==> src/rtl/spi_baud_pkg.sv <==
package spi_baud_pkg;
  typedef enum logic {
    SRC_SYS = 1'b0,
    SRC_PRE = 1'b1
  } src_sel_e;

  localparam int unsigned MIN_DIV = 2;
endpackage

==> src/rtl/spi_baud_presc.sv <==
module spi_baud_presc #(
  parameter int unsigned PRESC = 32
) (
  input  logic clk_i,
  input  logic rst_ni,
  input  logic clr_i,
  input  logic en_i,
  input  logic bypass_i,
  output logic tick_o
);
  generate
    if (PRESC > 1) begin : g_cnt
      localparam int unsigned PRE_W = $clog2(PRESC);
      localparam logic [PRE_W-1:0] LAST = PRE_W'(PRESC - 1);
      logic [PRE_W-1:0] cnt_q;

      always_ff @(posedge clk_i or negedge rst_ni) begin
        if (!rst_ni)                 cnt_q <= '0;
        else if (clr_i)              cnt_q <= '0;
        else if (en_i && !bypass_i)  cnt_q <= (cnt_q == LAST) ? '0 : cnt_q + PRE_W'(1);
      end

      assign tick_o = en_i && (bypass_i || cnt_q == LAST);
    end else begin : g_none
      assign tick_o = en_i;
    end
  endgenerate
endmodule

==> src/rtl/spi_baud_phase.sv <==
module spi_baud_phase #(
  parameter int unsigned DIV_W = 8
) (
  input  logic             clk_i,
  input  logic             rst_ni,
  input  logic             clr_i,
  input  logic             tick_i,
  input  logic [DIV_W-1:0] lo_len_i,
  input  logic [DIV_W-1:0] hi_len_i,
  output logic             sclk_o,
  output logic             capture_o,
  output logic             launch_o
);
  logic [DIV_W-1:0] ph_q;
  logic             sclk_q, cap_q, lau_q;
  logic [DIV_W-1:0] ph_last;

  assign ph_last = (sclk_q ? hi_len_i : lo_len_i) - DIV_W'(1);

  always_ff @(posedge clk_i or negedge rst_ni) begin
    if (!rst_ni) begin
      ph_q   <= '0;
      sclk_q <= 1'b0;
      cap_q  <= 1'b0;
      lau_q  <= 1'b0;
    end else if (clr_i) begin
      ph_q   <= '0;
      sclk_q <= 1'b0;
      cap_q  <= 1'b0;
      lau_q  <= 1'b0;
    end else begin
      cap_q <= 1'b0;
      lau_q <= 1'b0;
      if (tick_i) begin
        if (ph_q == ph_last) begin
          ph_q   <= '0;
          sclk_q <= !sclk_q;
          cap_q  <= !sclk_q;
          lau_q  <= sclk_q;
        end else begin
          ph_q <= ph_q + DIV_W'(1);
        end
      end
    end
  end

  assign sclk_o    = sclk_q;
  assign capture_o = cap_q;
  assign launch_o  = lau_q;
endmodule

==> src/rtl/spi_baud_gen.sv <==
module spi_baud_gen
  import spi_baud_pkg::*;
#(
  parameter int unsigned NUM_CS = 4,
  parameter int unsigned DIV_W  = 8,
  parameter int unsigned PRESC  = 32,
  localparam int unsigned SEL_W = (NUM_CS > 1) ? $clog2(NUM_CS) : 1
) (
  input  logic                    clk_i,
  input  logic                    rst_ni,
  input  logic                    src_div32_i,
  input  logic [NUM_CS*DIV_W-1:0] div_i,
  input  logic [SEL_W-1:0]        cs_sel_i,
  input  logic                    run_i,
  input  logic                    err_clr_i,
  output logic                    sclk_o,
  output logic                    launch_o,
  output logic                    capture_o,
  output logic                    err_o
);
  logic [DIV_W-1:0] div_arr [NUM_CS];

  generate
    for (genvar g = 0; g < NUM_CS; g++) begin : g_unpack
      assign div_arr[g] = div_i[g*DIV_W +: DIV_W];
    end
  endgenerate

  logic [DIV_W-1:0] sel_div;
  logic             sel_zero;
  logic             running_q, err_q;
  logic [DIV_W-1:0] lat_div_q;
  src_sel_e         lat_src_q;
  logic             start, err_set, cnt_clr, tick;
  logic [DIV_W-1:0] lo_len, hi_len;

  assign sel_div  = div_arr[cs_sel_i];
  assign sel_zero = (sel_div == '0);
  assign start    = !running_q && run_i && !sel_zero;
  assign err_set  = !running_q && run_i && sel_zero;
  // counters held clear whenever the transfer is idle or ending
  assign cnt_clr  = !(running_q && run_i);

  always_ff @(posedge clk_i or negedge rst_ni) begin
    if (!rst_ni) begin
      running_q <= 1'b0;
      lat_div_q <= DIV_W'(MIN_DIV);
      lat_src_q <= SRC_SYS;
    end else if (start) begin
      running_q <= 1'b1;
      lat_div_q <= (sel_div < DIV_W'(MIN_DIV)) ? DIV_W'(MIN_DIV) : sel_div;
      lat_src_q <= src_sel_e'(src_div32_i);
    end else if (!run_i) begin
      running_q <= 1'b0;
    end
  end

  always_ff @(posedge clk_i or negedge rst_ni) begin
    if (!rst_ni)        err_q <= 1'b0;
    else if (err_set)   err_q <= 1'b1;
    else if (err_clr_i) err_q <= 1'b0;
  end

  assign hi_len = lat_div_q >> 1;
  assign lo_len = hi_len + DIV_W'(lat_div_q[0]);

  spi_baud_presc #(.PRESC(PRESC)) u_presc (
    .clk_i    (clk_i),
    .rst_ni   (rst_ni),
    .clr_i    (cnt_clr),
    .en_i     (!cnt_clr),
    .bypass_i (lat_src_q == SRC_SYS),
    .tick_o   (tick)
  );

  spi_baud_phase #(.DIV_W(DIV_W)) u_phase (
    .clk_i     (clk_i),
    .rst_ni    (rst_ni),
    .clr_i     (cnt_clr),
    .tick_i    (tick),
    .lo_len_i  (lo_len),
    .hi_len_i  (hi_len),
    .sclk_o    (sclk_o),
    .capture_o (capture_o),
    .launch_o  (launch_o)
  );

  assign err_o = err_q;
endmodule

==> config.mk <==
export PLATFORM = sky130hd
export DESIGN_NAME = spi_baud_gen
export DESIGN_NICKNAME = d
export VERILOG_FILES = /design/src/rtl/spi_baud_pkg.sv /design/src/rtl/spi_baud_presc.sv /design/src/rtl/spi_baud_phase.sv /design/src/rtl/spi_baud_gen.sv
export SDC_FILE = /design/constraint.sdc
export NUM_CORES = 1
export LEC_CHECK = 0
export ABC_AREA = 1
export BUFFER_PORTS_ARGS = -buffer_cell sky130_fd_sc_hd__buf_4
export CAP_MARGIN = 20
export CORE_ASPECT_RATIO = 1.2
export CORE_UTILIZATION = 50
export DETAILED_ROUTE_END_ITERATION = 7
export PLACE_DENSITY = 0.77
export SLEW_MARGIN = 10
export SYNTH_ARGS = -nofsm -noshare
export SYNTH_HDL_FRONTEND = slang
export SYNTH_SLANG_ARGS = --single-unit
export TNS_END_PERCENT = 5
==> constraint.sdc <==
create_clock -name clk_i -period 2.5 [get_ports clk_i]
set_clock_uncertainty 0.1 [all_clocks]
set_input_delay 0.125 -clock clk_i [delete_from_list [all_inputs] [get_ports clk_i]]
set_output_delay 0.125 -clock clk_i [all_outputs]
set_load 0.03 [all_outputs]
==> impl_metrics.toml, run 1 <==
[worst_setup_path]
critPathSlowestCell = "sky130_fd_sc_hd__dfstp_2"
worstSetupEndpointType = "flip-flop"
rr_endpoint = "u_phase.ph_q[7]"
setup.worst_path.class = "flip-flop to flip-flop"
startpoint_type = "flip-flop"
cpMostUsedCell = "sky130_fd_sc_hd__nand2_1"
cp_cell_sequence = "ha_4, ha_4, o21ai_4, ha_4, inv_1, nand2_1, nand2_1, nand2_1, nand2_1, nor2_1, nand3_2, nor2_4, nand2_2, nand2_4, nor2_2"
cp.arrival_ns = 2.44
worstPathMaxFanout = 5
critical_path_buf_inv_count = 1
worstPathRequired_ns = 2.57
worst_r2r_startpoint = "lat_div_q[1]"
critical_path.max_stage_delay_ns = 0.56
worst_r2r_path_depth = 15
rrSetupSlack_ns = 0.13
critical-path-top-delay-family = "simple AND/OR/NAND/NOR gates"

[power]
max-vdd-ir-drop_v = 0.000254
leakagePower_nw = 1.27
p_per_area_nw_per_um2 = 587

[cts]
cts_inserted_buffers = 3
tritoncts_clock_tree = "yes"
clock_tree.htree_level_count = 1
root_buffer = "sky130_fd_sc_hd__clkbuf_8"
clkSinkCount = 27
clk_transition_reported_paths_ns = 0.10
insertion_delay_ns = 0.28
cts-root-to-sink-buffers = 2

[detailed_routing]
detail_route.vias_per_cell = 5.10
routed_wirelength_um = 4740
drc = 0
ant_nets = 0
detail_route.first_pass.iterations = 4
vias = 2076
avgRoutedWirePerCell_um = 11.7
number_of_drc_markers_in_iteration_0 = 55

[global_route]
number_of_global_route_vias_before_repair = 1940
grt_first_pass_wirelength_um = 7850
maximum_number_of_pins_on_one_net_before_global_route_repair = 28
antenna_found_initial = 0
grt_util_all_layers_pct = 22.8
overflow = 0

[synth]
share_of_flip_flops_with_an_asynchronous_set_or_reset_after_synthesis_pct = 100
synth_mux_area_share_pct = 0
synth_cell_types = 34
synthesis.nets = 352
synth_simple_gate_area_share_pct = 40.4
synthAdderAreaFrac_pct = 3.52
synth.most_common_cell = "sky130_fd_sc_hd__nand2_1"
synth_enable_flop_cells = 0
seq_area_frac_synth_pct = 31.7
netlist_top_cells_count = "sky130_fd_sc_hd__nand2_1, sky130_fd_sc_hd__inv_1, sky130_fd_sc_hd__dfrtp_1"
synth_top_family_by_area = "simple AND/OR/NAND/NOR gates"
yosys_warnings = 0
synth.ff_latch_count = 27
synthCells = 307
synth_xor_area_share_pct = 3.29
synth_area_sq_um = 2130
ys.flop_type = "sky130_fd_sc_hd__dfrtp_1"
proportion_of_netlist_area_held_by_the_largest_area_contributor_pct = 30.5
synth-compound-area-share_pct = 10.9
post-synth-top-area-cell = "sky130_fd_sc_hd__dfrtp_1"
postSynthAreaPerCell_sq_um = 6.94
ys_top_cells_by_area = "sky130_fd_sc_hd__dfrtp_1, sky130_fd_sc_hd__nand2_1, sky130_fd_sc_hd__inv_1"

[placed_design]
preCtsSetupSlack_ns = 0.00252
placedCellCount = 400
postPlaceCellArea_sq_um = 2480
routabilityCongestion = 0.821
place_hpwl_um = 3670
io_buffers = 42

[die]
die_w_um = 61.6
full_die_area_sq_um = 4530
die-height_um = 73.5
core_region_area_sq_um = 4000
floorplan.initialDensity_pct = 53.3
row_count = 25
design.portCount = 43

[job]
drv.max_cap_violation_count = 0

[hold_path]
hold_path.startpoint = "src_div32_i"
whs_path_depth = 3
hold_ep = "lat_src_q"
timing.hold.worst.class = "primary input to flip-flop"

[timing]
number_of_pins_exceeding_their_max_slew_limit_in_the_final_report = 0
fin_worst_hold_slack_ns = -0.00221
final.setup.worst_slack_ns = 0.130
finalHoldViolCount = 1
achievable-frequency_ghz = 0.422
min_period_ns = 2.37
max-slew-margin-rel_pct = 72.7
final.period_utilization_pct = 94.8
timing.final.setup_violations = 0
setup-tns-final_ns = 0
worst_slew_pin_slew_ns = 0.408

[final_layout]
post_layout_nets = 399
finalNonFillerCells = 407
diodes = 0
nFillCells = 376
design_area_sq_um = 2630
area.growth.synth_to_final_pct = 23.1
drive_gt1_share_pct = 28.0

[outcome]
violated_checks = "hold timing"
status = "complete, but fails checks"
## cells by family (layout without fill, tap and decap cells)
kind of cell               after synthesis  in the layout
AOI/OAI and AO/OA                       37             37
xor gates and xnor gates                 8              8
DFF                                     27             27
adders and majority gates                6              6
and+or+nand+nor                        182            182
buffers and inverters                   47             93
## stage by stage
step / utilization (%) / hold WS (ns) / power, W
2_1_floorplan: - / -0.271 / 0.00103
3_3_place_gp: 62.0 / -0.0482 / 0.00116
3_5_place_dp: 62.0 / -0.0449 / 0.00118
4_1_cts: 63.8 / 0.00874 / 0.00146
5_1_grt: 65.6 / 0.0347 / 0.00166
6_report: 65.6 / -0.00221 / 0.00154
## how the worst max path moves through the flow
| stage | endpoint | slack [ns] | startpoint | cells past startpoint |
|---|---|---|---|---|
| global route | u_phase.ph_q[7] | -0.03 | lat_div_q[1] | 13 |
| detailed placement | u_phase.ph_q[7] | 0.003 | lat_div_q[1] | 13 |
| floorplan | u_phase.ph_q[6] | 0.11 | lat_div_q[1] | 13 |
| CTS | u_phase.ph_q[7] | 0.03 | lat_div_q[1] | 13 |
| finish | u_phase.ph_q[7] | 0.13 | lat_div_q[1] | 15 |
| global placement | u_phase.ph_q[3] | 0.06 | lat_div_q[1] | 13 |
## what timing repair did
item | CTS | global route
resized for setup | 1 | 11
pin swaps | 0 | 9
endpoints found under the setup margin | 4 | 11
hold buffers | 2 | 0
endpoints found under the hold margin | 28 | 0
buffers inserted | 0 | 1
## cell usage in the layout (no fill, tap or decap), drive strengths merged
| cell | instances |
|---|---|
| nand4 | 2 |
| clkinvlp | 1 |
| nand3b | 1 |
| o21bai | 1 |
| or2 | 1 |
| a32o | 8 |
| xor2 | 7 |
| a21oi | 12 |
| nor3b | 2 |
| nand3 | 27 |
| nor3 | 1 |
| clkinv | 2 |
| clkbuf | 3 |
| inv | 39 |
| o22ai | 1 |
| dlygate4sd3 | 2 |
| nor2 | 34 |
| dfrtp | 26 |
| buf | 46 |
| ha | 6 |
| o21ai | 15 |
| nand2 | 114 |
| dfstp | 1 |
| xnor2 | 1 |
## worst register-to-register path, delay by kind of cell, from the launching register on
kind	cells	cell delay (ns)
AOI/OAI and AO/OA	1	0.17
adders and majority gates	3	0.52
DFF	1	0.56
buffers and inverters	1	0.05
and+or+nand+nor	10	0.88
## cell type report
cell class,instances,area (sq um),area share [%]
Clock buffer,3,41.3,1.57
Multi-Input combinational cell,233,1300,49.7
Inverter,41,161,6.15
Tap cell,54,67.6,2.57
Timing Repair Buffer,48,365,13.9
Clock inverter,1,7.51,0.286
Sequential cell,27,678,25.8
## power breakdown
part	leakage [nW]	internal, W	switching (W)	total (W)
Sequential	0.354	0.000488	0.0000670	0.000555
Combinational	0.896	0.000302	0.000423	0.000725
Clock	0.0217	0.000113	0.000147	0.000261
Total	1.27	0.000904	0.000637	0.00154
## sequential cells by signal (all words and copies together) (netlist names)
signal / count
err_o: 1
lat_div_q: 8
lat_src_q: 1
running_q: 1
u_phase.capture_o: 1
u_phase.launch_o: 1
u_phase.ph_q: 8
u_phase.sclk_o: 1
u_presc.g_cnt.cnt_q: 5
## layer usage
layer  share of wire, %  GRT usage (%)  vias up
li1                   -              -     1070
met1                 44           27.9      947
met4                1.5           7.65        0
met3                3.4           2.64        6
met5                  0              0        -
met2                 51           40.4       53
Note: power is estimated with default switching activity, not from simulation.
==> run 2, diff against run 1 <==
--- a/config.mk
+++ b/config.mk
@@ -11,6 +11,7 @@
 export CORE_ASPECT_RATIO = 1.2
 export CORE_UTILIZATION = 50
 export DETAILED_ROUTE_END_ITERATION = 7
+export HOLD_SLACK_MARGIN = 0.02
 export PLACE_DENSITY = 0.77
 export SLEW_MARGIN = 10
 export SYNTH_ARGS = -nofsm -noshare
==> run 2 against run 1 <==
The flow now finishes without violations. Utilization up 0.25 points. Sequential power about the same. First-iteration DRC count up 29%. Die area unchanged. Non-clock buffer count up 1. Power up 0.13%. Critical endpoint unchanged. Largest cell class unchanged. Highest routed layer unchanged.
==> impl_metrics.toml, run 2 (synthesis gave the netlist of run 1 again) <==
[timing]
min_period_ns = 2.37
final.setup.worst_slack_ns = 0.130
max-slew-margin-rel_pct = 72.7
number_of_pins_exceeding_their_max_slew_limit_in_the_final_report = 0
finalHoldViolCount = 0
worst_slew_pin_slew_ns = 0.408
fin_worst_hold_slack_ns = 0.150
final.period_utilization_pct = 94.8
timing.final.setup_violations = 0
achievable-frequency_ghz = 0.422

[detailed_routing]
vias = 2084
detail_route.vias_per_cell = 5.11
detail_route.first_pass.iterations = 4
ant_nets = 0
drc = 0
number_of_drc_markers_in_iteration_0 = 71
avgRoutedWirePerCell_um = 11.7
routed_wirelength_um = 4760

[cts]
tritoncts_clock_tree = "yes"
cts-root-to-sink-buffers = 2
cts_inserted_buffers = 3
root_buffer = "sky130_fd_sc_hd__clkbuf_8"
clock_tree.htree_level_count = 1
clk_transition_reported_paths_ns = 0.09
insertion_delay_ns = 0.28
clkSinkCount = 27

[power]
p_per_area_nw_per_um2 = 586
max-vdd-ir-drop_v = 0.000254
leakagePower_nw = 1.28

[global_route]
grt_util_all_layers_pct = 22.8
grt_first_pass_wirelength_um = 7880
maximum_number_of_pins_on_one_net_before_global_route_repair = 28
number_of_global_route_vias_before_repair = 1951
overflow = 0
antenna_found_initial = 0

[worst_setup_path]
cp_cell_sequence = "ha_4, ha_4, o21ai_4, ha_4, inv_1, nand2_1, nand2_1, nand2_1, nand2_1, nor2_1, nand3_2, nor2_4, nand2_2, nand2_4, nor2_2"
critical_path.max_stage_delay_ns = 0.56
critical-path-top-delay-family = "simple AND/OR/NAND/NOR gates"
worst_r2r_path_depth = 15
startpoint_type = "flip-flop"
setup.worst_path.class = "flip-flop to flip-flop"
cpMostUsedCell = "sky130_fd_sc_hd__nand2_1"
worstPathRequired_ns = 2.57
worstPathMaxFanout = 5
crit_cells = 15
critical_path_buf_inv_count = 1
critPathSlowestCell = "sky130_fd_sc_hd__dfstp_2"
cp.arrival_ns = 2.44
worstSetupEndpointType = "flip-flop"

[placed_design]
io_buffers = 42
routabilityCongestion = 0.821
preCtsSetupSlack_ns = 0.00252
place_hpwl_um = 3670
placedCellCount = 400

[job]
drv.max_cap_violation_count = 0

[die]
die-height_um = 73.5
row_count = 25
core_region_area_sq_um = 4000
full_die_area_sq_um = 4530
design.portCount = 43
floorplan.initialDensity_pct = 53.3
die_w_um = 61.6

[final_layout]
largestRegisters = "lat_div_q x8, u_phase.ph_q x8, u_presc.g_cnt.cnt_q x5"
nFillCells = 375
layout_common_cells = "sky130_fd_sc_hd__nand2_1, sky130_fd_sc_hd__buf_4, sky130_fd_sc_hd__inv_1, sky130_fd_sc_hd__dfrtp_1, sky130_fd_sc_hd__nand3_1"
most_frequent_standard_cell_in_the_layout_excluding_fill_and_tap_cells = "sky130_fd_sc_hd__nand2_1"
drive_gt1_share_pct = 28.0
finalNonFillerCells = 408
post_layout_nets = 400
register_area_sq_um = 678
multi_input_comb_area_sq_um = 1300
area.growth.synth_to_final_pct = 23.6
diodes = 0

[hold_path]
whs_path_depth = 5
timing.hold.worst.class = "primary input to flip-flop"

[outcome]
status = "finished, final reports clean"
[run 2: cell types whose count changed in the layout (fill, tap and decap cells not counted), sizes merged]
cell         before  now
dlygate4sd3       2    3
[run 2: final timing paths]
| check | startpoint | end | slack [ns] |
|---|---|---|---|
| worst max register to register | lat_div_q[1] | u_phase.ph_q[7] | 0.13 |
| worst min-delay path | run_i | lat_div_q[0] | 0.15 |
| worst max-delay path | lat_div_q[1] | u_phase.ph_q[7] | 0.13 |
| max in group asynchronous | rst_ni | lat_div_q[1] | 1.82 |
| min in group asynchronous | rst_ni | u_phase.launch_o | 0.18 |
| worst min register to register | u_presc.g_cnt.cnt_q[3] | u_presc.g_cnt.cnt_q[3] | 0.40 |
[run 2: worst reg2reg max path, cell delays in order (launching register included)]
cell and delay [ns]:
sky130_fd_sc_hd__dfstp_2 0.56, sky130_fd_sc_hd__ha_4 0.14, sky130_fd_sc_hd__ha_4 0.20, sky130_fd_sc_hd__o21ai_4 0.17, sky130_fd_sc_hd__ha_4 0.18, sky130_fd_sc_hd__inv_1 0.05
sky130_fd_sc_hd__nand2_1 0.07, sky130_fd_sc_hd__nand2_1 0.05, sky130_fd_sc_hd__nand2_1 0.06, sky130_fd_sc_hd__nand2_1 0.07, sky130_fd_sc_hd__nor2_1 0.14, sky130_fd_sc_hd__nand3_2 0.12
sky130_fd_sc_hd__nor2_4 0.13, sky130_fd_sc_hd__nand2_2 0.09, sky130_fd_sc_hd__nand2_4 0.11, sky130_fd_sc_hd__nor2_2 0.04
[run 2: repair_timing]
item | CTS | global route
gates resized for setup | 1 | 11
setup endpoints to repair | 4 | 11
setup buffers | 0 | 1
hold buffers | 3 | 0
pin swaps | 0 | 9
cloned | 0 | 0
endpoints found under the hold margin | 29 | 0
[run 2: area by class of cell]
class	instances	area share [%]
Clock inverter	1	0.285
Multi-Input combinational cell	233	49.5
Sequential cell	27	25.7
Timing Repair Buffer	49	14.2
Clock buffer	3	1.57
Tap cell	54	2.56
Inverter	41	6.13
[run 2: per-layer routing]
metal / share of wire (%) / vias to the layer above / wire length (um) / GRT usage [%]
met5: 0 / - / 0 / 0
met4: 1.5 / 0 / 73 / 7.65
met3: 3.3 / 6 / 158 / 2.64
met2: 51 / 53 / 2420 / 40.6
met1: 44 / 953 / 2110 / 27.9
li1: - / 1072 / - / -
[run 2: power breakdown]
| part | total, W | switching (W) | internal [W] |
|---|---|---|---|
| combinational | 0.000726 | 0.000423 | 0.000303 |
| clock | 0.000261 | 0.000148 | 0.000113 |
| sequential | 0.000555 | 0.0000670 | 0.000488 |
| total | 0.00154 | 0.000638 | 0.000905 |
[run 2: metrics by stage]
| stage | power [W] | util (%) | cell area [sq um] | TNS, ns |
|---|---|---|---|---|
| global placement | 0.00116 | 62.0 | 2480 | 0 |
| finish | 0.00154 | 65.8 | 2640 | 0 |
| detailed placement | 0.00118 | 62.0 | 2480 | 0 |
| CTS | 0.00146 | 64.1 | 2570 | 0 |
| global route | 0.00167 | 65.8 | 2640 | -0.122 |
| floorplan | 0.00103 | - | 2130 | 0 |
==> run 3, diff against run 2 <==
--- a/config.mk
+++ b/config.mk
@@ -12,9 +12,9 @@
 export CORE_UTILIZATION = 50
 export DETAILED_ROUTE_END_ITERATION = 7
 export HOLD_SLACK_MARGIN = 0.02
-export PLACE_DENSITY = 0.77
-export SLEW_MARGIN = 10
+export PLACE_DENSITY = 0.76
 export SYNTH_ARGS = -nofsm -noshare
 export SYNTH_HDL_FRONTEND = slang
+export SYNTH_HIERARCHICAL = 1
 export SYNTH_SLANG_ARGS = --single-unit
 export TNS_END_PERCENT = 5
==> constraint.sdc (replaced) <==
create_clock -name clk_i -period 2.5 [get_ports clk_i]
set_clock_uncertainty 0.1 [all_clocks]
set_input_delay 0 -clock clk_i [delete_from_list [all_inputs] [get_ports clk_i]]
set_output_delay 0 -clock clk_i [all_outputs]
set_load 0.03 [all_outputs]
==> run 3 against run 2 <==
The flow now finishes with violations (setup timing). Sequential cell count unchanged. Utilization up 0.72 points. Wire length up 9.7%. Sequential power down 1%. Worst setup slack worse by 0.13 ns. Worst hold slack worse by 0.13 ns. Fmax down 5.3%. Via count up 11%. Power up 13%. Critical path depth up 5.
==> impl_metrics.toml, run 3 <==
[global_route]
grt_util_all_layers_pct = 22.6
maximum_number_of_pins_on_one_net_before_global_route_repair = 28
overflow = 0
number_of_global_route_vias_before_repair = 2205
grt_first_pass_wirelength_um = 9070
antenna_found_initial = 0

[final_layout]
post_layout_nets = 463
design_area_sq_um = 2900
layout_common_cells = "sky130_fd_sc_hd__nand2_1, sky130_fd_sc_hd__buf_4, sky130_fd_sc_hd__inv_1, sky130_fd_sc_hd__nand3_1, sky130_fd_sc_hd__dfrtp_1"
diodes = 0
most_frequent_standard_cell_in_the_layout_excluding_fill_and_tap_cells = "sky130_fd_sc_hd__nand2_1"
drive_gt1_share_pct = 26.1
area.growth.synth_to_final_pct = 24.6
largestRegisters = "lat_div_q x8, u_phase/ph_q x8, u_presc/g_cnt.cnt_q x5"

[worst_setup_path]
worst_r2r_startpoint = "lat_div_q[1]"
rrSetupSlack_ns = -0.004
worstSetupEndpointType = "flip-flop"
critPathSlowestCell = "sky130_fd_sc_hd__dfstp_2"
cp.arrival_ns = 2.58
worstPathMaxFanout = 8
worst_r2r_path_depth = 20
worstPathRequired_ns = 2.58
cpMostUsedCell = "sky130_fd_sc_hd__nand2_2"
startpoint_type = "flip-flop"
setup.worst_path.class = "flip-flop to flip-flop"
cp_cell_sequence = "ha_4, ha_4, nand3_4, nor3_4, xor2_1, inv_1, nand2_2, nand2_2, nand2_1, nand2_1, inv_1, nand3_1, nand2_1, inv_1, nor2_2, nand2_2, nand2_4, nand2_2, nand2_2, nand2_1"
rr_endpoint = "u_phase/sclk_o"
critical_path.max_stage_delay_ns = 0.57

[synth]
share_of_flip_flops_with_an_asynchronous_set_or_reset_after_synthesis_pct = 100
postSynthAreaPerCell_sq_um = 6.45
netlist_top_cells_count = "sky130_fd_sc_hd__nand2_1, sky130_fd_sc_hd__inv_1, sky130_fd_sc_hd__nand3_1"
ys.flop_type = "sky130_fd_sc_hd__dfrtp_1"
yosys_warnings = 6
ys_top_cells_by_area = "sky130_fd_sc_hd__dfrtp_1, sky130_fd_sc_hd__nand2_1, sky130_fd_sc_hd__nand3_1"
proportion_of_netlist_area_held_by_the_largest_area_contributor_pct = 28.0
post-synth-top-area-cell = "sky130_fd_sc_hd__dfrtp_1"
seq_area_frac_synth_pct = 29.1
synth_area_sq_um = 2330
synth_cell_types = 28
synth.most_common_cell = "sky130_fd_sc_hd__nand2_1"
synthCells = 361
synthesis.nets = 406
synth_enable_flop_cells = 0
synth.ff_latch_count = 27

[power]
power.share.combinational_pct = 54.0
total_power_w = 0.00174
clockPowerShare_pct = 14.6
max-vdd-ir-drop_v = 0.000260
p_sw_w = 0.000759
leakagePower_nw = 1.58
p_per_area_nw_per_um2 = 602
switching_share_pct = 43.5
power_frac_seq_pct = 31.4
intPower_w = 0.000986

[hold_path]
hold_path.startpoint = "div_i[22]"
whs_path_depth = 5
hold_ep = "lat_div_q[6]"
timing.hold.worst.class = "primary input to flip-flop"

[detailed_routing]
drc = 0
routed_wirelength_um = 5230
ant_nets = 0
detail_route.first_pass.iterations = 4
detail_route.vias_per_cell = 4.90
avgRoutedWirePerCell_um = 11.0
vias = 2319
number_of_drc_markers_in_iteration_0 = 139

[die]
core_region_area_sq_um = 4360
die-height_um = 76.7
design.portCount = 43
floorplan.initialDensity_pct = 53.4
full_die_area_sq_um = 4930
die_w_um = 64.3
row_count = 26

[cts]
insertion_delay_ns = 0.28
clock_tree.htree_level_count = 1
tritoncts_clock_tree = "yes"
root_buffer = "sky130_fd_sc_hd__clkbuf_8"
clk_transition_reported_paths_ns = 0.10
clkSinkCount = 27
cts_inserted_buffers = 3
cts-root-to-sink-buffers = 2

[outcome]
status = "complete, but fails checks"
violated_checks = "setup timing"

[timing]
rsz0062_at_grt = "true"
achievable-frequency_ghz = 0.399
final.period_utilization_pct = 100
finalHoldViolCount = 0
timing.final.setup_violations = 1
final.setup.worst_slack_ns = -0.00378
number_of_pins_exceeding_their_max_slew_limit_in_the_final_report = 0
min_period_ns = 2.50

[placed_design]
postPlaceCellArea_sq_um = 2700
preCtsSetupSlack_ns = -0.0248
io_buffers = 42
place_hpwl_um = 4030
routabilityCongestion = 0.852

[job]
drv.max_cap_violation_count = 0
run 3: changes by cell type after synthesis, sizes merged, moves of 3 or more:
cell | previous run | this run
inv | 39 | 50
a21oi | 12 | 8
nand3 | 27 | 39
nand2 | 114 | 168
a32o | 8 | 0
o21ai | 15 | 8
nor2 | 34 | 21
nor3 | 1 | 4
xor2 | 7 | 11
buf | 6 | 9
run 3: worst max-delay path, delay by kind of cell, from the launching register on:
kind / cells / cell delay (ns)
XOR/XNOR: 1 / 0.17
AND/OR/NAND/NOR: 14 / 1.10
adder cells (fa/ha/maj): 2 / 0.28
flip-flops: 1 / 0.57
buffers and inverters: 3 / 0.18
run 3: through the flow:
stage               setup TNS [ns]  util (%)  hold WS [ns]  instances
global placement                 0      62.0        -0.173        461
global route                 -1.47      66.5        0.0730        473
finish                    -0.00378      66.5        0.0212        473
detailed placement         -0.0248      62.0        -0.169        461
floorplan                        0         -        -0.396        361
CTS                              0      64.8        0.0238        469
run 3: cell type report:
type,count,area (sq um)
Fill cell,401,1460
Multi-Input combinational cell,275,1440
Sequential cell,27,677
Timing Repair Buffer,61,468
Inverter,50,198
Tap cell,56,70.1
Clock buffer,3,41.3
Clock inverter,1,7.51
run 3: logic make-up after synthesis:
group | count (synthesis) | share of synthesized area (%)
AO/OA/AOI/OAI | 20 | 4.68
flip-flops | 27 | 29.1
AND/OR/NAND/NOR | 237 | 46.2
buffers and inverters | 59 | 12.5
XOR/XNOR | 11 | 4.14
adder cells (fa/ha/maj) | 6 | 3.23
other | 1 | 0.161
run 3: how the worst max path moves through the flow:
| stage | from | endpoint | slack [ns] | depth (start not counted) |
|---|---|---|---|---|
| global placement | lat_div_q[1] | u_phase/capture_o | 0.05 | 16 |
| finish | lat_div_q[1] | u_phase/sclk_o | -0.004 | 20 |
| detailed placement | lat_div_q[1] | u_phase/sclk_o | -0.02 | 20 |
| floorplan | lat_div_q[1] | u_phase/sclk_o | 0.11 | 20 |
| CTS | lat_div_q[1] | u_phase/sclk_o | 0.03 | 19 |
| global route | lat_div_q[1] | u_phase/sclk_o | -0.21 | 20 |
run 3: power by group through the flow:
stage                     Sequential (W)  Clock (W)  Combinational, W
after detailed placement        0.000546          0          0.000870
after CTS                       0.000546   0.000267          0.000893
final                           0.000547   0.000255          0.000943
after global placement          0.000545          0          0.000859
after floorplan                 0.000546          0          0.000677
after global routing            0.000557   0.000274           0.00108
run 3: layer usage:
metal  wire length [um]  global-route usage (%)
met2               2770                    40.3
met3                141                    2.38
met1               2220                    27.9
met5                  0                       0
met4                 95                    7.56
run 3: repair_timing:
action	CTS	global route
hold buffers	4	0
cloned	0	0
gates resized for setup	6	12
pin swaps	2	12
buffers inserted	0	4
hold endpoints to repair	30	0
endpoints found under the setup margin	2	11
